### src/rtl/clkdiv_pkg.sv
`timescale 1ns/1ps
package clkdiv_pkg;
  localparam int unsigned SEL_W   = 3;
  localparam int unsigned MAX_DIV = 64;
  localparam int unsigned CNT_W   = $clog2(MAX_DIV);

  typedef logic [SEL_W-1:0] code_t;
  typedef logic [CNT_W-1:0] cnt_t;
  typedef logic [CNT_W:0]   ratio_t;

  // Top code selects the odd ratio; the others are powers of two.
  function automatic ratio_t code_to_ratio(input code_t code);
    if (code == '1) return ratio_t'(3);
    return ratio_t'(1) << code;
  endfunction
endpackage

### src/rtl/div_cfg_reg.sv
`timescale 1ns/1ps
module div_cfg_reg
  import clkdiv_pkg::*;
#(
  parameter int unsigned ADDR_W     = 12,
  parameter int unsigned DATA_W     = 32,
  parameter logic [ADDR_W-1:0] OFFSET = 12'h028,
  parameter int unsigned FIELD_LSB  = 16,
  parameter code_t       RESET_CODE = 3'b001
) (
  input  logic              clk,
  input  logic              rst_n,
  input  logic              wr_en,
  input  logic [ADDR_W-1:0] wr_addr,
  input  logic [DATA_W-1:0] wr_data,
  output code_t             sel,
  output logic [DATA_W-1:0] rd_data
);
  localparam logic [DATA_W-1:0] FIELD_MASK =
    {{(DATA_W-SEL_W){1'b0}}, {SEL_W{1'b1}}} << FIELD_LSB;
  localparam logic [DATA_W-1:0] RESET_WORD =
    {{(DATA_W-SEL_W){1'b0}}, RESET_CODE} << FIELD_LSB;

  logic [DATA_W-1:0] word_q;
  logic              hit;

  assign hit = wr_en && (wr_addr == OFFSET);

  always_ff @(posedge clk or negedge rst_n) begin
    if (!rst_n)   word_q <= RESET_WORD;
    else if (hit) word_q <= wr_data & FIELD_MASK;
  end

  assign rd_data = word_q;
  assign sel     = word_q[FIELD_LSB +: SEL_W];
endmodule

### src/rtl/div_period_ctr.sv
`timescale 1ns/1ps
module div_period_ctr
  import clkdiv_pkg::*;
#(
  parameter code_t RESET_CODE = 3'b001
) (
  input  logic  clk,
  input  logic  rst_n,
  input  code_t sel_req,
  output logic  wrap,
  output cnt_t  nxt_cnt,
  output code_t nxt_code
);
  cnt_t   cnt_q;
  code_t  act_q;
  ratio_t act_ratio;

  assign act_ratio = code_to_ratio(act_q);
  assign wrap      = ({1'b0, cnt_q} == act_ratio - ratio_t'(1));

  // A requested code is adopted only when the running period wraps.
  always_comb begin
    if (wrap) begin
      nxt_cnt  = '0;
      nxt_code = sel_req;
    end else begin
      nxt_cnt  = cnt_q + cnt_t'(1);
      nxt_code = act_q;
    end
  end

  always_ff @(posedge clk or negedge rst_n) begin
    if (!rst_n) begin
      cnt_q <= '0;
      act_q <= RESET_CODE;
    end else begin
      cnt_q <= nxt_cnt;
      act_q <= nxt_code;
    end
  end
endmodule

### src/rtl/div_wave_gen.sv
`timescale 1ns/1ps
module div_wave_gen
  import clkdiv_pkg::*;
#(
  parameter code_t RESET_CODE = 3'b001
) (
  input  logic  clk,
  input  logic  rst_n,
  input  cnt_t  nxt_cnt,
  input  code_t nxt_code,
  output logic  gen_q,
  output logic  pass_q
);
  ratio_t nr;
  logic   gen_d;

  assign nr = code_to_ratio(nxt_code);

  // Each period starts high; odd ratio keeps one high cycle.
  always_comb begin
    if (nr == ratio_t'(1))      gen_d = 1'b1;
    else if (nr == ratio_t'(3)) gen_d = (nxt_cnt == '0);
    else                        gen_d = ({1'b0, nxt_cnt} < (nr >> 1));
  end

  always_ff @(posedge clk or negedge rst_n) begin
    if (!rst_n) begin
      gen_q  <= 1'b1;
      pass_q <= (RESET_CODE == '0);
    end else begin
      gen_q  <= gen_d;
      pass_q <= (nr == ratio_t'(1));
    end
  end
endmodule

### src/rtl/conv_clk_div.sv
`timescale 1ns/1ps
module conv_clk_div
  import clkdiv_pkg::*;
#(
  parameter int unsigned ADDR_W     = 12,
  parameter int unsigned DATA_W     = 32,
  parameter logic [ADDR_W-1:0] OFFSET = 12'h028,
  parameter int unsigned FIELD_LSB  = 16,
  parameter code_t       RESET_CODE = 3'b001
) (
  input  logic              clk,
  input  logic              rst_n,
  input  logic              cfg_wr_en,
  input  logic [ADDR_W-1:0] cfg_addr,
  input  logic [DATA_W-1:0] cfg_wdata,
  output logic [DATA_W-1:0] cfg_rdata,
  output logic              conv_clk_en,
  output logic              conv_clk
);
  code_t sel;
  logic  wrap;
  cnt_t  nxt_cnt;
  code_t nxt_code;
  logic  gen_q;
  logic  pass_q;

  div_cfg_reg #(
    .ADDR_W(ADDR_W), .DATA_W(DATA_W), .OFFSET(OFFSET),
    .FIELD_LSB(FIELD_LSB), .RESET_CODE(RESET_CODE)
  ) u_cfg (
    .clk(clk), .rst_n(rst_n), .wr_en(cfg_wr_en), .wr_addr(cfg_addr),
    .wr_data(cfg_wdata), .sel(sel), .rd_data(cfg_rdata)
  );

  div_period_ctr #(.RESET_CODE(RESET_CODE)) u_ctr (
    .clk(clk), .rst_n(rst_n), .sel_req(sel), .wrap(wrap),
    .nxt_cnt(nxt_cnt), .nxt_code(nxt_code)
  );

  div_wave_gen #(.RESET_CODE(RESET_CODE)) u_wave (
    .clk(clk), .rst_n(rst_n), .nxt_cnt(nxt_cnt), .nxt_code(nxt_code),
    .gen_q(gen_q), .pass_q(pass_q)
  );

  assign conv_clk_en = wrap;
  // pass_q and gen_q both change at a rising edge with gen_q high,
  // so the select swaps while the bus clock and the divided clock agree.
  assign conv_clk = pass_q ? clk : gen_q;
endmodule

### config.mk
export PLATFORM = sky130hd
export DESIGN_NAME = conv_clk_div
export DESIGN_NICKNAME = d
export VERILOG_FILES = /design/src/rtl/clkdiv_pkg.sv /design/src/rtl/div_cfg_reg.sv /design/src/rtl/div_period_ctr.sv /design/src/rtl/div_wave_gen.sv /design/src/rtl/conv_clk_div.sv
export SDC_FILE = /design/constraint.sdc
export NUM_CORES = 1
export LEC_CHECK = 0
export BUFFER_PORTS_ARGS = -buffer_cell sky130_fd_sc_hd__buf_2
export CAP_MARGIN = 25
export CORE_MARGIN = 3
export CORE_UTILIZATION = 48
export DETAILED_ROUTE_END_ITERATION = 10
export GPL_ROUTABILITY_DRIVEN = 0
export PLACE_DENSITY_LB_ADDON = 0.2
export SYNTH_ARGS = -nofsm -noshare
export SYNTH_HDL_FRONTEND = slang
export SYNTH_SLANG_ARGS = --single-unit
### constraint.sdc
create_clock -name clk -period 9.06 [get_ports clk]
set_input_delay 0.906 -clock clk [delete_from_list [all_inputs] [get_ports clk]]
set_output_delay 0.906 -clock clk [all_outputs]
set_load 0.05 [all_outputs]
==> impl_metrics.json <==
{
  "placedInstanceArea_sq_mm": 0.00144,
  "die_w_um": 61.4,
  "instances_no_fill": 212,
  "cpPeakStageDelay_ns": 0.25,
  "start_util_pct": 52.0,
  "leakage_nw": 0.712,
  "grt_pass1_wl_um": 4610,
  "cp_slowest_cell": "mux2_2",
  "synthesis.area_sq_mm": 0.00147,
  "drc": 0,
  "fin_ws_ns": 2.94,
  "yosysWarnings": 0,
  "synth_edf_count": 0,
  "finish.utilization_pct": 53.1,
  "critPathArrivalTime_ns": 5.21,
  "die-height_um": 61.4,
  "syn_inst": 164,
  "cts-resized-gates": 0,
  "antennaDiodeCount": 0,
  "synth_top_area_share_pct": 18.7,
  "path_cells": "clkbuf_4 -> clkbuf_4 -> mux2_2 -> buf_2",
  "crit_top_cell": "clkbuf_4",
  "critical-path-top-delay-family": "buffers and inverters",
  "ir_worst_vdd_mv": 0.114,
  "yosysSeqAreaShare_pct": 24.1,
  "drtAntennaViolNets": 0,
  "gr-total-overflow": 0,
  "setup_viol": 0,
  "worst-path-max-fanout": 2,
  "hp-class": "in2async",
  "cts_tree": "yes",
  "cts_post_setup_buffers_inserted": 0,
  "cp-end-kind": "output port",
  "criticalPathCategory": "clk2out",
  "met3_usage_pct": 3.98,
  "ctsHoldBuffers": 0,
  "synthArstFlopShare_pct": 100,
  "timing_hold_violations_final": 0,
  "dr_total_vias": 1132,
  "die_area_sq_mm": 0.00377,
  "first_global_vias": 1044,
  "num_rows": 19,
  "core_area_sq_mm": 0.00283,
  "dp.final_hpwl_um": 2230,
  "r2r_cells": 16,
  "final-max-slew-violation-count": 0,
  "regToRegSetupSlack_ns": 4.66,
  "place_worst_setup_slack_ns": 3.18,
  "clk_latency_ns": 0.38,
  "fin_tns_setup_ns": 0,
  "ys.flop_type": "dfrtp_1",
  "rsz0062_at_grt": "no",
  "grt_max_degree": 18,
  "p_total_mw": 0.347,
  "p_per_area_mw_per_mm2": 231,
  "use_met2_pct": 26.3,
  "reg2reg_to": "u_wave.gen_q",
  "drt-initial-drc-count": 35,
  "grt_util_met1_pct": 22.1,
  "cp-start-kind": "clock port",
  "critPathRequiredTime_ns": 8.15,
  "clkTransAtPathRegs_ns": 0.09,
  "fin_nets": 236,
  "yosysUniqueCellTypes": 52,
  "antenna_found_initial": 0,
  "wl_per_cell_um": 13.8,
  "yosys-top-cells-area": "dfrtp_1 19%, buf_4 15%, ha_1 6.0%, dfstp_2 5.4%, mux2i_1 3.4%",
  "track_usage_pct": 16.7,
  "grt-busiest-layer": "met2",
  "drive_above_1_share_pct": 24.3,
  "first_pass_iters": 4,
  "cp_num_buf_inv": 3,
  "syn_area_per_cell_sq_um": 8.97,
  "wl_um": 2920,
  "n_fill_cell": 276,
  "dp_cells": 205,
  "timing.hold.ws_ns": 0.405,
  "syn_to_final_growth_pct": 2.13,
  "post-route-cell-area_sq_mm": 0.00150,
  "io_buffers": 22,
  "skew_ns": 0.00244,
  "pin_count": 81,
  "synth_top_cell_by_area": "dfrtp_1",
  "via_per_inst": 5.34,
  "synth_seq_cells": 14,
  "cap_violations": 0,
  "r2r_start": "u_ctr.act_q[1]",
  "outcome": "finished clean"
}
worst register-to-register path: stages (launching register included):
cell      delay, ns
dfrtp_1        0.55
or3_1          0.47
o21a_1         0.14
ha_1           0.28
nor3_1         0.20
o21ai_0        0.11
a21boi_0       0.28
o21ai_2        0.17
nor2_8         0.27
mux2i_1        0.27
ha_1           0.27
a21o_1         0.16
a21o_1         0.18
a221o_1        0.36
or3_1          0.35
o211a_1        0.11
o22ai_1        0.14
routing by layer:
metal | vias up | share of wire (%) | routed length (um)
li1 | 565 | - | -
met1 | 533 | 46 | 1330
met2 | 31 | 49 | 1420
met3 | 3 | 5.0 | 146
met4 | 0 | 0.75 | 22
met5 | - | 0 | 0
kinds of logic after synthesis:
group,synth area share (%)
DFF,24.1
other,0.255
AOI/OAI and AO/OA,14.7
adders and majority gates,5.95
and+or+nand+nor,21.7
xor gates and xnor gates,4.17
buffers and inverters,19.6
muxes,9.52
state kept, by name, summed over array words and instances, names as in the netlist:
signal,cells
u_ctr.cnt_q,6
u_wave.gen_q,1
u_wave.pass_q,1
u_cfg.rd_data,3
u_ctr.act_q,3
final cells by class:
cell class              count  area, sq um  share of cell area (%)
inverters                   2         7.51                   0.500
clock buffers               8         63.8                    4.25
well taps                  31         38.8                    2.58
multi-input cells         136          933                    62.1
flip-flops and latches     14          354                    23.6
repair buffers             21          105                    6.99
worst max path at each step:
stage          from        to  slack (ns)  cells after the start
2_1_floorplan   clk  conv_clk        3.25                      1
3_3_place_gp    clk  conv_clk        3.18                      2
3_5_place_dp    clk  conv_clk        3.18                      2
4_1_cts         clk  conv_clk        2.93                      4
5_1_grt         clk  conv_clk        2.91                      4
6_report        clk  conv_clk        2.94                      4
layout by cell type, fill, tap and decap left out, types with 2 or more instances in the layout:
cell / n
a21oi_1: 2
nand2_1: 3
and2_1: 3
nor2_1: 13
a31oi_1: 2
buf_2: 22
mux2_4: 3
o2111ai_1: 2
and3b_1: 3
nand2b_1: 2
or3_1: 3
o21ai_0: 5
dfstp_2: 3
o211ai_1: 2
inv_1: 2
nor3b_1: 3
ha_1: 7
conb_1: 29
xnor2_1: 4
a21o_1: 2
xor2_1: 3
mux2i_1: 5
nand3_1: 6
clkbuf_4: 6
nor3_1: 6
mux2_2: 4
nand4b_1: 2
dfrtp_1: 11
synthesized netlist by cell type, types with 3 or more instances:
cell      count
and3b_1       3
mux2_2        4
nor3_1        6
nand2_1       3
dfstp_2       3
nand3_1       6
dfrtp_1      11
buf_4        30
nor2_1       13
o21ai_0       5
ha_1          7
mux2_4        3
xnor2_1       4
xor2_1        3
or3_1         3
clkbuf_1      3
nor3b_1       3
and2_1        3
buf_2         6
mux2i_1       5
power by group:
group | internal [mW] | switching, mW | total, mW
clock network | 0.0453 | 0.0430 | 0.0883
logic | 0.0627 | 0.113 | 0.175
registers | 0.0692 | 0.0145 | 0.0837
No activity file was read; power rests on OpenSTA's default activity.
